**src/rtl/frac_clk_div.sv**
```systemverilog
module frac_clk_div #(
  parameter int IW = 12,
  parameter int FW = 12
) (
  input  logic          clk_src,
  input  logic          rst_n,
  input  logic          en,
  input  logic [IW-1:0] div_int,
  input  logic [FW-1:0] div_frac,
  input  logic [1:0]    mash_ord,
  output logic          clk_out,
  output logic [IW:0]   period
);
  localparam int PW = IW + 1;

  logic          run;
  logic [PW-1:0] cnt, per;
  logic [FW-1:0] acc1, acc2, acc3;
  logic          c2_p, c3_p, c3_pp;

  logic          last, load, stop;
  logic [FW:0]   s1, s2, s3;
  logic [3:0]    d1, d2, d3, delta;
  logic [IW-1:0] min_int, int_eff;
  logic [PW-1:0] nxt_per, hi_len;

  assign last = run && (cnt == per - 1'b1);
  assign load = en && (!run || last);
  assign stop = last && !en;

  assign s1 = {1'b0, acc1} + {1'b0, div_frac};
  assign s2 = {1'b0, acc2} + {1'b0, s1[FW-1:0]};
  assign s3 = {1'b0, acc3} + {1'b0, s2[FW-1:0]};

  assign d1 = {3'b000, s1[FW]};
  assign d2 = {3'b000, s2[FW]} - {3'b000, c2_p};
  assign d3 = {3'b000, s3[FW]} - {2'b00, c3_p, 1'b0} + {3'b000, c3_pp};

  always_comb begin
    case (mash_ord)
      2'd0: begin delta = 4'd0;            min_int = IW'(1); end
      2'd1: begin delta = d1;              min_int = IW'(2); end
      2'd2: begin delta = d1 + d2;         min_int = IW'(3); end
      default: begin delta = d1 + d2 + d3; min_int = IW'(5); end
    endcase
  end

  assign int_eff = (div_int < min_int) ? min_int : div_int;
  assign nxt_per = {1'b0, int_eff} + {{(PW-4){delta[3]}}, delta};
  assign hi_len  = (per + 1'b1) >> 1;

  always_ff @(posedge clk_src or negedge rst_n) begin
    if (!rst_n) begin
      run   <= 1'b0;
      cnt   <= '0;
      per   <= '0;
      acc1  <= '0;
      acc2  <= '0;
      acc3  <= '0;
      c2_p  <= 1'b0;
      c3_p  <= 1'b0;
      c3_pp <= 1'b0;
    end else if (load) begin
      run   <= 1'b1;
      cnt   <= '0;
      per   <= nxt_per;
      acc1  <= s1[FW-1:0];
      acc2  <= s2[FW-1:0];
      acc3  <= s3[FW-1:0];
      c2_p  <= s2[FW];
      c3_p  <= s3[FW];
      c3_pp <= c3_p;
    end else if (stop || !run) begin
      run   <= 1'b0;
      cnt   <= '0;
      per   <= '0;
      acc1  <= '0;
      acc2  <= '0;
      acc3  <= '0;
      c2_p  <= 1'b0;
      c3_p  <= 1'b0;
      c3_pp <= 1'b0;
    end else begin
      cnt <= cnt + 1'b1;
    end
  end

  assign clk_out = run && (cnt < hi_len);
  assign period  = run ? per : '0;


  ord0_exact_chk: assert property (@(posedge clk_src) disable iff (!rst_n)
    (load && mash_ord == 2'd0) |=> (period == {1'b0, $past(int_eff)}));


  ord3_span_chk: assert property (@(posedge clk_src) disable iff (!rst_n)
    (load && mash_ord == 2'd3) |=>
      (period <= {1'b0, $past(int_eff)} + PW'(4) && period + PW'(3) >= {1'b0, $past(int_eff)}));


  period_nonzero_chk: assert property (@(posedge clk_src) disable iff (!rst_n)
    run |-> (period != '0 && cnt < period));


  idle_quiet_chk: assert property (@(posedge clk_src) disable iff (!rst_n)
    !run |-> (!clk_out && period == '0));


  stop_at_end_chk: assert property (@(posedge clk_src) disable iff (!rst_n)
    $fell(run) |-> ($past(cnt) + 1'b1 == $past(per)));


  starts_high_chk: assert property (@(posedge clk_src) disable iff (!rst_n)
    load |=> clk_out);
endmodule

```
**config.mk**
```make
export PLATFORM = sky130hd
export DESIGN_NAME = frac_clk_div
export DESIGN_NICKNAME = d
export VERILOG_FILES = /design/src/rtl/frac_clk_div.sv
export SDC_FILE = /design/constraint.sdc
export NUM_CORES = 1
export LEC_CHECK = 0
export BUFFER_PORTS_ARGS = -buffer_cell sky130_fd_sc_hd__buf_2
export CORE_MARGIN = 3
export CORE_UTILIZATION = 58
export CTS_CLUSTER_SIZE = 25
export DETAILED_ROUTE_END_ITERATION = 10
export PLACE_DENSITY_LB_ADDON = 0.2
export SKIP_LAST_GASP = 1
export SLEW_MARGIN = 0
export SYNTH_ARGS = -nofsm -noshare
export SYNTH_HDL_FRONTEND = slang
export SYNTH_SLANG_ARGS = --single-unit
```
**constraint.sdc**
```tcl
create_clock -name clk_src -period 8.05 [get_ports clk_src]
set_clock_uncertainty 0.2 [all_clocks]
set_input_delay 2.415 -clock clk_src [delete_from_list [all_inputs] [get_ports clk_src]]
set_output_delay 2.415 -clock clk_src [all_outputs]
set_load 0.05 [all_outputs]
```
==> flow_summary.yaml <==
run_status:
  status: "finished, violations left"
  violations: "negative setup slack"
finish:
  fillers: 666
  layout_commonest_cell: "nand2_1"
  layout_common_cells: "102 x nand2_1, 95 x buf_4, 66 x dfrtp_1, 62 x ha_1, 46 x o21ai_0"
  fin_util: 0.7736
  drive_above_1_share: 0.2876
  nNetsFinal: 930
  n_antenna_cell: 0
  area_growth_pct: 27.43
timing:
  period_share: 1.003
  tightest_slew_ps: 1244
  hold_viol_final: 0
  slew_headroom: 0.1682
  setup_ws_ps: -26.20
  setup_violations: 1
  report.final.slew_viol_count: 0
  rsz0062_at_grt: "yes"
  fin_hold_ws_ps: 289.9
  fmax_mhz: 123.8
  fin_setup_tns_ps: -26.20
  finalCriticalPeriod_ps: 8076
setup_path:
  worstReg2RegStart: "acc1[1]$_DFFE_PN0P_"
  endpoint_kind: "register"
  critPathArrivalTime_ps: 8130
  start_kind: "input port"
  cp_slowest_cell: "a2111oi_4"
  path_max_fanout: 3
  crit_required_ps: 8100
  worstReg2RegEnd: "per[12]$_DFFE_PN0P_"
  crit_top_cell: "ha_4"
  critical_path_class: "input port to register"
  crit_path_start: "div_frac[0]"
  crit_path_end: "per[12]$_DFFE_PN0P_"
  r2r_setup_slack_ps: 1670
  r2r.worst_path.cells: 30
  critPathMaxStageDelay_ps: 360
placement:
  port_buffers: 42
  dpl.hpwl_um: 10740
  gp_congestion: 0.9144
  pre_cts_ws_ps: -534.6
job:
  cap_violations: 0
synth:
  seq_area_frac_synth: 0.2733
  synth-main-ff-cell: "dfrtp_1"
  syn_avg_cell_area_um2: 8.536
  syn_area_um2: 6043
  ys_types: 61
  syn-num-nets: 819
  synth_edf_count: 0
  synth-async-reset-ratio: 1.000
  ys_ff_latch: 66
  yosys_warnings: 0
  synth_cells: 708
route:
  ant_nets: 0
  wl_per_cell_um: 16.79
  dr.pass1.iters: 5
  drtIter0Drc: 379
  routed_wl_um: 16070
  drc: 0
  viasPerCell: 5.924
  vias: 5669
clocking:
  numCtsBuffers: 9
  clockBufferDepth: 2
  clk_pin_slew_ps: 80
  clock-root-buffer: "clkbuf_8"
  h-tree-depth: 3
  cts_tree: "built"
  clock_sinks: 66
  insertion_delay_ps: 370
die:
  die-height_um: 108.1
  die_w_um: 108.1
  rows: 36
  dieArea_um2: 11680
  core_um2: 9955
  io_pins: 43
  start_util: 0.6071
grt:
  grt_overflow: 0
  grt_pass1_wl_um: 24590
  gr-usage-all-layers: 0.2622
  grt_pass1_vias: 5354
  grt_max_degree: 68
  antenna_found_initial: 0
min_path:
  hp-class: "register to register"
-- through the flow --
stage / std cells / instance area (um2)
after floorplan: 708 / 6088
after global placement: 925 / 6897
after detailed placement: 925 / 6897
after CTS: 946 / 7206
after global routing: 957 / 7701
final: 957 / 7701
-- cells by family (layout without fill, tap and decap cells) --
| kind of cell | after synthesis | count (layout) | synth area share |
|---|---|---|---|
| compound gates | 179 | 179 | 0.1979 |
| fa+ha+maj | 82 | 82 | 0.1772 |
| simple gates | 242 | 242 | 0.1948 |
| mux | 3 | 3 | 0.005176 |
| buf+inv | 64 | 180 | 0.04720 |
| flops | 66 | 66 | 0.2733 |
| xor+xnor | 72 | 72 | 0.1043 |
-- worst min path at each step --
stage,start,endpoint,cells after the start
floorplan,acc1[0]$_DFFE_PN0P_,acc1[0]$_DFFE_PN0P_,2
global placement,acc1[4]$_DFFE_PN0P_,acc1[4]$_DFFE_PN0P_,2
detailed placement,acc1[0]$_DFFE_PN0P_,acc1[0]$_DFFE_PN0P_,2
CTS,acc1[4]$_DFFE_PN0P_,acc1[4]$_DFFE_PN0P_,2
global route,acc1[10]$_DFFE_PN0P_,acc1[10]$_DFFE_PN0P_,2
finish,acc2[0]$_DFFE_PN0P_,acc2[0]$_DFFE_PN0P_,2
-- metal layers --
| layer | GRT usage | part of all wire | wire, um |
|---|---|---|---|
| met1 | 0.3424 | 0.43 | 6921 |
| met2 | 0.4467 | 0.50 | 7958 |
| met3 | 0.05254 | 0.055 | 883 |
| met4 | 0.06583 | 0.019 | 308 |
| met5 | 0 | 0 | 0 |
-- final cells by class --
type                    count  area, um2  share of cell area
well taps                 133      166.4             0.02161
repair buffers            140      973.4              0.1264
multi-input cells         578       4623              0.6003
inverters                  24      90.09             0.01170
clock inverters             4      51.30            0.006661
flip-flops and latches     66       1652              0.2145
clock buffers              12      145.1             0.01885
-- synthesized netlist by cell type (6+ instances only) --
cell,count,area share
nand2_1,103,0.064
ha_1,76,0.16
dfrtp_1,66,0.27
o21ai_0,55,0.046
xnor2_1,40,0.058
nor2_1,32,0.020
xor2_1,32,0.046
a21oi_1,28,0.023
and2_1,24,0.025
inv_1,23,0.014
clkbuf_1,21,0.013
o31ai_1,20,0.025
nand3_1,19,0.016
buf_2,15,0.012
a21o_1,13,0.016
nor2b_1,11,0.011
nor3_1,11,0.0091
a211oi_1,10,0.012
and3_1,10,0.010
a22o_1,8,0.012
nand4_1,8,0.0083
fa_1,6,0.020
or3_1,6,0.0062
-- state kept, by name, indices dropped and copies added (netlist names) --
name,cells
c3_p,1
c2_p,1
acc1,12
acc2,12
cnt,13
per,13
run,1
acc3,12
c3_pp,1
-- worst max-delay path, delay by kind of cell --
| kind | cells | cell delay, ps |
|---|---|---|
| XOR/XNOR | 2 | 240 |
| adder cells (fa/ha/maj) | 7 | 1600 |
| AO/OA/AOI/OAI | 14 | 2810 |
| AND/OR/NAND/NOR | 1 | 90 |
| buffers and inverters | 8 | 950 |
-- repair_timing --
action	CTS	global route
hold endpoints to repair	0	0
hold buffers	0	0
endpoints found under the setup margin	6	9
setup buffers	5	11
pin swaps	18	55
resized for setup	20	66
Power is left out: the tool's default activity adds up to more than one toggle a clock period on the data nets, which glitch-free logic cannot reach.
